[config.mk]
export PLATFORM = sky130hd
export DESIGN_NAME = seqchk_lock
export DESIGN_NICKNAME = d
export VERILOG_FILES = /design/src/rtl/seqchk_pkg.sv /design/src/rtl/seqchk_lock.sv
export SDC_FILE = /design/constraint.sdc
export NUM_CORES = 1
export LEC_CHECK = 0
export BUFFER_PORTS_ARGS = -buffer_cell sky130_fd_sc_hd__buf_2
export CAP_MARGIN = 20
export CORE_AREA = 2 2 39 41
export DETAILED_ROUTE_END_ITERATION = 12
export DIE_AREA = 0 0 41 43
export GPL_TIMING_DRIVEN = 0
export PLACE_DENSITY = 0.3
export SLEW_MARGIN = 15
export SYNTH_ARGS = -nofsm -noshare
export SYNTH_HDL_FRONTEND = slang
export SYNTH_SLANG_ARGS = --single-unit
[constraint.sdc]
create_clock -name clk_i -period 2.8 [get_ports clk_i]
set_input_delay 0.28 -clock clk_i [delete_from_list [all_inputs] [get_ports clk_i]]
set_output_delay 0.28 -clock clk_i [all_outputs]
set_load 0.01 [all_outputs]
[src/rtl/seqchk_pkg.sv]
package seqchk_pkg;

   typedef enum logic [1:0] {
      PH_EMPTY  = 2'd0,
      PH_PRIMED = 2'd1,
      PH_LOCKED = 2'd2
   } lock_phase_t;

   localparam int unsigned SEQ_W_MIN = 1;
   localparam int unsigned SEQ_W_MAX = 32;

   // Maximal-length feedback masks; bit k set means stage k+1 feeds parity.
   function automatic logic [31:0] lfsr_taps(input int unsigned w);
      logic [31:0] m;
      case (w)
         2:  m = 32'h0000_0003;
         3:  m = 32'h0000_0006;
         4:  m = 32'h0000_000C;
         5:  m = 32'h0000_0014;
         6:  m = 32'h0000_0030;
         7:  m = 32'h0000_0060;
         8:  m = 32'h0000_00B8;
         9:  m = 32'h0000_0110;
         10: m = 32'h0000_0240;
         11: m = 32'h0000_0500;
         12: m = 32'h0000_0829;
         13: m = 32'h0000_100D;
         14: m = 32'h0000_2015;
         15: m = 32'h0000_6000;
         16: m = 32'h0000_D008;
         17: m = 32'h0001_2000;
         18: m = 32'h0002_0400;
         19: m = 32'h0004_0023;
         20: m = 32'h0009_0000;
         21: m = 32'h0014_0000;
         22: m = 32'h0030_0000;
         23: m = 32'h0042_0000;
         24: m = 32'h00E1_0000;
         25: m = 32'h0120_0000;
         26: m = 32'h0200_0023;
         27: m = 32'h0400_0013;
         28: m = 32'h0900_0000;
         29: m = 32'h1400_0000;
         30: m = 32'h2000_0029;
         31: m = 32'h4800_0000;
         32: m = 32'h8020_0003;
         default: m = 32'h0000_0001;
      endcase
      return m;
   endfunction

endpackage

[src/rtl/seqchk_lock.sv]
module seqchk_lock (
   input  logic                     clk_i,
   input  logic                     rst_i,
   input  logic                     enable_i,
   input  logic                     pick_cnt_i,
   input  logic                     vld_i,
   output seqchk_pkg::lock_phase_t  phase_o,
   output logic                     restart_o,
   output logic                     take_o,
   output logic                     judge_o
);
   import seqchk_pkg::*;

   lock_phase_t phase_q;
   logic        sel_q;

   assign restart_o = !enable_i || (pick_cnt_i != sel_q);
   assign take_o    = vld_i && !restart_o;
   assign judge_o   = take_o && (phase_q == PH_LOCKED);
   assign phase_o   = phase_q;

   always_ff @(posedge clk_i) begin
      sel_q <= pick_cnt_i;
      if (rst_i) begin
         phase_q <= PH_EMPTY;
      end else if (restart_o) begin
         phase_q <= PH_EMPTY;
      end else if (vld_i) begin
         case (phase_q)
            PH_EMPTY:  phase_q <= PH_PRIMED;
            PH_PRIMED: phase_q <= PH_LOCKED;
            default:   phase_q <= PH_LOCKED;
         endcase
      end
   end

   assert_two_words_R2: assert property (@(posedge clk_i) disable iff (rst_i)
      $rose(phase_q == PH_LOCKED) |-> ($past(phase_q) == PH_PRIMED && $past(vld_i)));

   assert_off_drops_R4: assert property (@(posedge clk_i) disable iff (rst_i)
      !enable_i |=> (phase_q == PH_EMPTY));

   assert_reselect_R8: assert property (@(posedge clk_i) disable iff (rst_i)
      (enable_i && pick_cnt_i != $past(pick_cnt_i)) |=> (phase_q == PH_EMPTY));

endmodule

-- Word-level counts from Yosys, hierarchy flattened
Index checks and enable logic that the tools add are counted.
- eq/ne operators: 2
- mux-type cells: 1
- reduce and logical (&&, ||, !) cells: 7
- operator list (cell ; count):
    2-bit equality test, second input constant ; 1
    1-bit logical AND ; 2
    1-bit logical NOT ; 2
    2-bit logical NOT ; 1
    2-bit 2-to-1 mux ; 1
    2-bit OR reduction ; 1
    1-bit logical OR ; 1
    1-bit != test ; 1
- output and inout port bits: 5
- bits of input ports: 5
- register bits: 3
- logic and storage cells: 12

-- Logic depth before layout (Yosys ltp)
Gate-level depths: netlist (run 1).
- depth after elaboration: 5
- gate-level depth with buffers: 2
- depth with buffers taken out: 2

-- Worst setup path after synthesis (run 1)
Ideal clock, no wire load.
- path type: register -> output
- start point: reg sel_q
- end point: out take_o
- setup slack: 1689 ps
- stages on the path, launching flop included: 3
- arrival time: 831 ps
- data required time: 2520 ps
- cell sequence: dfxtp_1 -> xor2_1 -> nor3b_1
- longest elaborated chain between the ends: 4
- ends and longest elaborated chain (what ; line ; source):
    start, declared ; seqchk_lock.sv:15 ; logic sel_q;
    start signal, assigned ; seqchk_lock.sv:23 ; sel_q <= pick_cnt_i;
    1-bit != test ; seqchk_lock.sv:17 ; assign restart_o = !enable_i || (pick_cnt_i != sel_q);
    1-bit logical OR ; seqchk_lock.sv:17 ;
    1-bit logical NOT ; seqchk_lock.sv:18 ; assign take_o = vld_i && !restart_o;
    1-bit logical AND ; seqchk_lock.sv:18 ;
    end, declared ; seqchk_lock.sv:9 ; output logic take_o,
No other way between the ends.

-- Final worst setup path (run 1)
- start point: reg sel_q
- end point: out restart_o
- longest elaborated chain between the ends: 2
- ends and longest elaborated chain (what ; line ; source):
    1-bit != test ; seqchk_lock.sv:17 ;
    1-bit logical OR ; seqchk_lock.sv:17 ;
    end, declared ; seqchk_lock.sv:8 ; output logic restart_o,
No other way between the ends.

==> impl_metrics.sql, run 1 <==
INSERT INTO impl_metrics (metric_group, metric, value, unit) VALUES
('run_status', 'outcome', 'finished clean', ''),
('drt', 'drt_iter0_drc', '0', ''),
('worst_setup_path', 'cp_cell_sequence', 'xor2_1 -> nand2b_1 -> buf_2', ''),
('worst_hold_path', 'holdPathEnd', 'sel_q', ''),
('drt', 'detailroute.via_count', '147', ''),
('drt', 'routedWlPerCell', '8.26', 'µm'),
('drt', 'drt-total-wl', '355', 'µm'),
('clock_tree', 'clock_latency', '240', 'ps'),
('global_route', 'grt_antenna_before_repair', '0', ''),
('worst_hold_path', 'worst_hold_startpoint', 'pick_cnt_i', ''),
('worst_setup_path', 'timing.critical_path.slowest_stage_cell', 'sky130_fd_sc_hd__xor2_1', ''),
('clock_tree', 'cts-htree-levels', '1', ''),
('worst_setup_path', 'max_stage_delay', '380', 'ps'),
('floorplanning', 'num_io_pins', '10', ''),
('layout', 'final_net_count', '33', ''),
('synth', 'synth_seq_cells', '3', ''),
('clock_tree', 'clock_root_buffer', 'sky130_fd_sc_hd__clkbuf_4', ''),
('synth', 'postSynthCellCount', '14', ''),
('clock_tree', 'tritoncts', 'yes', ''),
('drt', 'drt-vias-per-instance', '3.42', ''),
('worst_setup_path', 'data_required_time_at_the_worst_endpoint', '2520', 'ps'),
('worst_setup_path', 'worst-r2r-cell-count', '2', ''),
('clock_tree', 'ctsLongestPathBuffers', '2', ''),
('timing', 'worst_clock_skew', '8.19', 'ps'),
('floorplanning', 'die_area', '1760', 'µm²'),
('clock_tree', 'tritoncts_sinks', '3', ''),
('floorplanning', 'vertical_die_dimension', '43', 'µm'),
('synth', 'syn-num-nets', '19', ''),
('floorplanning', 'starting_utilization_of_the_core_area', '0.101', ''),
('place', 'routabilityCongestion', '0.484', ''),
('floorplanning', 'die_x', '41', 'µm'),
('layout', 'flow.area_growth_from_synthesis', '65.2', '%'),
('global_route', 'groute.usage.overall', '0.0491', ''),
('worst_setup_path', 'r2r_path_end', 'phase_o[0]', ''),
('global_route', 'grt_pass1_wl', '524', 'µm'),
('synth', 'synth_seq_area_share', '0.429', ''),
('timing', 'whs', '171', 'ps'),
('worst_setup_path', 'regToRegSetupSlack', '1700', 'ps'),
('global_route', 'grt_pass1_vias', '142', ''),
('clock_tree', 'cts_stage_hold_buffer_count', '0', ''),
('timing', 'grt_setup_unrepaired', 'false', ''),
('clock_tree', 'cts_post_setup_buffers_inserted', '0', ''),
('synth', 'post_synth_num_cell_types', '11', ''),
('timing', 'fin_crit_sh', '0.532', ''),
('worst_hold_path', 'hold_depth', '1', ''),
('timing', 'fmaxAchievable', '672', 'MHz'),
('timing', 'hold_viol', '0', ''),
('timing', 'slew_at_the_pin_with_the_worst_max_slew_slack', '442', 'ps'),
('clock_tree', 'postCtsResizedCells', '0', ''),
('worst_hold_path', 'type_of_the_most_critical_hold_path', 'in2reg', ''),
('power_and_ir_drop', 'irDropWorstVdd', '0.120', 'mV'),
('flow_run', 'drv.max_cap_violation_count', '0', ''),
('drt', 'ant_nets', '0', ''),
('timing', 'timing.setup.tns', '0', 'ps'),
('timing', 'setup_violations', '0', ''),
('timing', 'min_period', '1490', 'ps'),
('worst_setup_path', 'arr_time_crit_path', '1210', 'ps'),
('clock_tree', 'cts_made_buffers', '3', ''),
('power_and_ir_drop', 'p_leak', '0.103', 'nW'),
('synth', 'synthesis.area_per_instance', '10.0', 'µm²'),
('worst_setup_path', 'worst_setup_path_end_kind', 'primary output', ''),
('worst_setup_path', 'type_of_the_setup_path_with_the_least_slack', 'reg2out', ''),
('drt', 'residual_drc', '0', ''),
('layout', 'insertedDiodeCount', '0', ''),
('worst_setup_path', 'critPathLaunchType', 'flip-flop', ''),
('layout', 'layout-drive-gt1-share', '0.481', ''),
('place', 'portBuffers', '9', ''),
('synth', 'synth_warnings', '0', ''),
('clock_tree', 'clk_transition_reported_paths', '40', 'ps'),
('floorplanning', 'fp-row-count', '14', ''),
('global_route', 'grt_start_max_net_pins', '6', ''),
('worst_setup_path', 'crit_path_max_fanout', '5', ''),
('drt', 'detail_route.first_pass.iterations', '1', ''),
('power_and_ir_drop', 'power.density', '596', 'nW/µm²'),
('timing', 'timing_max_transition_violations_final', '0', ''),
('global_route', 'global_route.overflow_total', '0', ''),
('floorplanning', 'fp.coreArea', '1380', 'µm²'),
('timing', 'timing.slew.headroom', '0.704', ''),
('synth', 'syn_area', '140', 'µm²'),
('worst_setup_path', 'critical_path.reg2reg.startpoint', 'phase_o[0]', '');
==> placed cells by master (no fill, tap or decap) <==
cell type                   n
sky130_fd_sc_hd__a2111oi_2  1
sky130_fd_sc_hd__a21oi_1    1
sky130_fd_sc_hd__buf_2      9
sky130_fd_sc_hd__clkbuf_1   1
sky130_fd_sc_hd__clkbuf_4   3
sky130_fd_sc_hd__dfxtp_1    3
sky130_fd_sc_hd__inv_1      1
sky130_fd_sc_hd__nand2b_1   2
sky130_fd_sc_hd__nand3b_1   1
sky130_fd_sc_hd__nor3_1     1
sky130_fd_sc_hd__nor3b_1    1
sky130_fd_sc_hd__nor4_1     1
sky130_fd_sc_hd__or3b_1     1
sky130_fd_sc_hd__xor2_1     1
==> critical path: cells and delay by family (launching register included) <==
family        cells  cell delay (ps)
xor+xnor          1              380
flops             1              310
simple gates      1              160
buf+inv           1              120
==> final cells by class <==
type / instances / area, µm²
inverters: 1 / 3.75
flip-flops and latches: 3 / 60.1
multi-input cells: 10 / 76.3
well taps: 16 / 20.0
fillers: 161 / 1150
repair buffers: 9 / 45.0
clock buffers: 4 / 26.3
==> synth_stat cells (all sizes together) <==
cell,count,share of area
inv,1,0.027
a21oi,1,0.036
nor4,1,0.045
a2111oi,1,0.11
nand2b,2,0.089
nor3b,1,0.054
or3b,1,0.063
xor2,1,0.063
nor3,1,0.036
dfxtp,3,0.43
nand3b,1,0.054
==> worst max-delay path by stage <==
stage                           end        from  cells after the start
after floorplan              take_o       sel_q                      2
after global placement    restart_o  pick_cnt_i                      4
after detailed placement  restart_o  pick_cnt_i                      4
after CTS                 restart_o       sel_q                      3
after global routing      restart_o       sel_q                      3
final                     restart_o       sel_q                      3
==> power breakdown <==
group | switching (mW) | total (mW) | internal (mW)
combinational | 0.00869 | 0.0158 | 0.00708
clock | 0.0235 | 0.0770 | 0.0535
sequential | 0.000833 | 0.0451 | 0.0443
total | 0.0331 | 0.138 | 0.105
==> per-stage QoR <==
| stage | power, mW | cell area [µm²] | setup WS (ps) | util | instances |
|---|---|---|---|---|---|
| 2_1_floorplan | 0.0540 | 140 | 1690 | - | 14 |
| 3_3_place_gp | 0.0615 | 205 | 1500 | 0.148 | 39 |
| 3_5_place_dp | 0.0618 | 205 | 1470 | 0.148 | 39 |
| 4_1_cts | 0.143 | 231 | 1280 | 0.167 | 43 |
| 5_1_grt | 0.150 | 231 | 1220 | 0.167 | 43 |
| 6_report | 0.138 | 231 | 1310 | 0.167 | 43 |
==> flip-flops by register name (all words and copies together), names as in the netlist <==
signal and cells:
phase_o 2, sel_q 1
==> cell families after synthesis <==
group                     after synthesis  synth area share
xor gates and xnor gates                1            0.0625
AOI/OAI and AO/OA                       2             0.143
and+or+nand+nor                         7             0.339
DFF                                     3             0.429
buffers and inverters                   1            0.0268
==> metal layers <==
metal | part of all wire | routed length (µm) | vias to the layer above | global-route usage
li1 | - | - | 77 | -
met1 | 0.42 | 150 | 60 | 0.0511
met2 | 0.38 | 135 | 10 | 0.0563
met3 | 0.19 | 69 | 0 | 0.0314
met4 | 0 | 0 | 0 | 0.0600
met5 | 0 | 0 | - | 0
No activity file was read; power rests on OpenSTA's default activity.
==> run 2, diff against run 1 <==
- ABC_AREA: default -> 1
- clock period: 2.8 -> 1.21 ns (I/O delays scaled with it)
==> impl_metrics.sql, run 2 <==
INSERT INTO impl_metrics (metric_group, metric, value, unit) VALUES
('layout', 'final_net_count', '41', ''),
('synth', 'postSynth.asyncResetShare', '0', ''),
('clock_tree', 'clock_root_buffer', 'sky130_fd_sc_hd__clkbuf_4', ''),
('synth', 'synth_seq_area_share', '0.397', ''),
('drt', 'ant_nets', '0', ''),
('worst_setup_path', 'max_stage_delay', '310', 'ps'),
('synth', 'synth_warnings', '0', ''),
('timing', 'hold_viol', '0', ''),
('place', 'routabilityCongestion', '0.531', ''),
('worst_hold_path', 'type_of_the_most_critical_hold_path', 'in2reg', ''),
('timing', 'fmaxAchievable', '901', 'MHz'),
('floorplanning', 'die_area', '1760', 'µm²'),
('drt', 'drt-vias-per-instance', '3.37', ''),
('drt', 'drt-total-wl', '334', 'µm'),
('place', 'place.detailed.hpwl', '273', 'µm'),
('worst_setup_path', 'worst_setup_path_end_kind', 'primary output', ''),
('layout', 'most-common-layout-cells', '9 x sky130_fd_sc_hd__buf_2, 4 x sky130_fd_sc_hd__inv_1, 4 x sky130_fd_sc_hd__nand2_1, 4 x sky130_fd_sc_hd__nor2_1, 3 x sky130_fd_sc_hd__clkbuf_4', ''),
('worst_setup_path', 'cp-startpoint', 'sel_q', ''),
('timing', 'timing.slew.headroom', '0.923', ''),
('synth', 'postSynthCellCount', '22', ''),
('synth', 'synth_seq_cells', '3', ''),
('synth', 'post_synth_num_cell_types', '8', ''),
('clock_tree', 'ctsLongestPathBuffers', '2', ''),
('layout', 'flow.area_growth_from_synthesis', '61.2', '%'),
('drt', 'detailroute.via_count', '172', ''),
('place', 'portBuffers', '9', ''),
('timing', 'slew_at_the_pin_with_the_worst_max_slew_slack', '116', 'ps'),
('synth', 'area_contributors_post_synth', 'sky130_fd_sc_hd__dfxtp_1 40%, sky130_fd_sc_hd__nand3_2 13%, sky130_fd_sc_hd__inv_1 12%, sky130_fd_sc_hd__nand2_1 9.9%, sky130_fd_sc_hd__nor2_1 9.9%', ''),
('clock_tree', 'cts-htree-levels', '1', ''),
('global_route', 'global_route.overflow_total', '0', ''),
('power_and_ir_drop', 'internal_power', '0.240', 'mW'),
('synth', 'ys_flop_type', 'sky130_fd_sc_hd__dfxtp_1', ''),
('floorplanning', 'die_x', '41', 'µm'),
('flow_run', 'drv.max_cap_violation_count', '0', ''),
('worst_setup_path', 'data_required_time_at_the_worst_endpoint', '1090', 'ps'),
('floorplanning', 'num_io_pins', '10', ''),
('worst_setup_path', 'crit_path_max_fanout', '3', ''),
('clock_tree', 'clock_latency', '230', 'ps'),
('clock_tree', 'cts_stage_hold_buffer_count', '0', ''),
('layout', 'insertedDiodeCount', '0', ''),
('worst_setup_path', 'critPathLaunchType', 'flip-flop', ''),
('worst_setup_path', 'type_of_the_setup_path_with_the_least_slack', 'reg2out', ''),
('global_route', 'grt_pass1_wl', '545', 'µm'),
('synth', 'ys_top_cells_by_count', '5 x sky130_fd_sc_hd__inv_1, 4 x sky130_fd_sc_hd__nand2_1, 4 x sky130_fd_sc_hd__nor2_1', ''),
('synth', 'yosys.cell_count.top_type', 'sky130_fd_sc_hd__inv_1', ''),
('floorplanning', 'fp-row-count', '14', ''),
('layout', 'layout_commonest_cell', 'sky130_fd_sc_hd__buf_2', ''),
('floorplanning', 'fp.coreArea', '1380', 'µm²'),
('power_and_ir_drop', 'switching_power', '0.0736', 'mW'),
('power_and_ir_drop', 'p_leak', '0.128', 'nW'),
('power_and_ir_drop', 'clockPowerShare', '0.562', ''),
('timing', 'fin_crit_sh', '0.917', ''),
('drt', 'drt_iter0_drc', '1', ''),
('power_and_ir_drop', 'power.density', '1290', 'nW/µm²'),
('power_and_ir_drop', 'swShare', '0.234', ''),
('global_route', 'grt_antenna_before_repair', '0', ''),
('worst_setup_path', 'regToRegSetupSlack', '500', 'ps'),
('layout', 'layout-drive-gt1-share', '0.514', ''),
('worst_setup_path', 'cp_cell_sequence', 'inv_2 -> nand2_1 -> nand2_2 -> nand3_2 -> nor2_2 -> buf_2', ''),
('timing', 'worst_clock_skew', '4.98', 'ps'),
('power_and_ir_drop', 'power', '0.314', 'mW'),
('clock_tree', 'cts_made_buffers', '3', ''),
('synth', 'synth_top_area_frac', '0.397', ''),
('synth', 'syn_area', '151', 'µm²'),
('global_route', 'groute.usage.overall', '0.0532', ''),
('worst_setup_path', 'arr_time_crit_path', '990', 'ps'),
('worst_setup_path', 'timing.critical_path.slowest_stage_cell', 'sky130_fd_sc_hd__dfxtp_2', ''),
('global_route', 'grt_pass1_vias', '150', ''),
('drt', 'residual_drc', '0', ''),
('timing', 'timing.setup.tns', '0', 'ps'),
('layout', 'largest_register_ffs', '2', ''),
('worst_hold_path', 'worst_hold_startpoint', 'pick_cnt_i', ''),
('synth', 'syn-num-nets', '27', ''),
('timing', 'timing_max_transition_violations_final', '0', ''),
('timing', 'grt_setup_unrepaired', 'false', ''),
('clock_tree', 'tritoncts', 'yes', ''),
('worst_setup_path', 'critical_path.reg2reg.startpoint', 'phase_o[0]', ''),
('synth', 'synth_area_leader_cell', 'sky130_fd_sc_hd__dfxtp_1', ''),
('synth', 'synthesis.area_per_instance', '6.88', 'µm²'),
('floorplanning', 'vertical_die_dimension', '43', 'µm'),
('clock_tree', 'clk_transition_reported_paths', '40', 'ps'),
('drt', 'detail_route.first_pass.iterations', '2', ''),
('floorplanning', 'starting_utilization_of_the_core_area', '0.109', ''),
('power_and_ir_drop', 'irDropWorstVdd', '0.261', 'mV'),
('synth', 'synth_enable_flop_cells', '0', ''),
('timing', 'setup_violations', '0', ''),
('power_and_ir_drop', 'pwr-share-seq', '0.333', ''),
('run_status', 'outcome', 'finished clean', ''),
('power_and_ir_drop', 'share_comb_of_total_power', '0.105', ''),
('global_route', 'grt_start_max_net_pins', '5', ''),
('clock_tree', 'tritoncts_sinks', '3', ''),
('drt', 'routedWlPerCell', '6.55', 'µm'),
('timing', 'min_period', '1110', 'ps');
## run 2: cell types whose count changed after synthesis, moves of 2 or more
cell,previous run,this run
sky130_fd_sc_hd__inv_1,1,5
sky130_fd_sc_hd__nand2_1,0,4
sky130_fd_sc_hd__nor2_1,0,4
sky130_fd_sc_hd__nand2b_1,2,0
sky130_fd_sc_hd__nand3_2,0,2
## run 2: cells by family (layout without fill, tap and decap cells)
group / after synthesis / in the layout / synth area share
buf+inv: 5 / 18 / 0.124
simple gates: 12 / 12 / 0.413
compound gates: 2 / 2 / 0.0661
flops: 3 / 3 / 0.397
## run 2: metal layers
| metal | routed length (µm) | share of wire | vias to the layer above | global-route usage |
|---|---|---|---|---|
| met5 | 0 | 0 | - | 0 |
| met4 | 0 | 0 | 0 | 0.0600 |
| li1 | - | - | 92 | - |
| met2 | 129 | 0.39 | 10 | 0.0625 |
| met3 | 61 | 0.18 | 0 | 0.0471 |
| met1 | 143 | 0.43 | 70 | 0.0481 |
## run 2: power by group through the flow
stage | logic [mW] | clock network, mW | registers (mW)
6_report | 0.0329 | 0.177 | 0.105
5_1_grt | 0.0380 | 0.204 | 0.105
4_1_cts | 0.0335 | 0.189 | 0.104
3_5_place_dp | 0.0335 | 0 | 0.106
3_3_place_gp | 0.0328 | 0 | 0.105
2_1_floorplan | 0.0168 | 0 | 0.106
## run 2: layout make-up
cell class	count	area [µm²]
multi-input cells	14	72.6
repair buffers	9	45.0
inverters	5	18.8
fillers	173	1140
well taps	16	20.0
clock buffers	4	26.3
flip-flops and latches	3	61.3
## run 2: worst paths after layout
check	end	depth (start not counted)
setup / recovery	judge_o	6
hold reg to reg	phase_o[1]	2
hold / removal	sel_q	1
setup reg to reg	phase_o[0]	4
## run 2: worst max-delay path: cells and delay by family, from the launching register on
kind / cells / cell delay [ps]
simple gates: 4 / 280
buf+inv: 2 / 160
flops: 1 / 310
## run 2: timing repair
item | in CTS | in global routing
setup buffers | 0 | 0
gates resized for setup | 0 | 2
setup endpoints to repair | 0 | 1
## run 2: stage by stage
step / setup WS (ps) / hold WS (ps) / util / instances / cell area [µm²]
finish: 100 / 15.4 / 0.176 / 51 / 244
global route: 2.19 / 4.17 / 0.176 / 51 / 244
CTS: 69.6 / 3.08 / 0.175 / 51 / 243
detailed placement: 331 / 255 / 0.156 / 47 / 216
global placement: 345 / 250 / 0.156 / 47 / 216
floorplan: 440 / 149 / - / 22 / 151
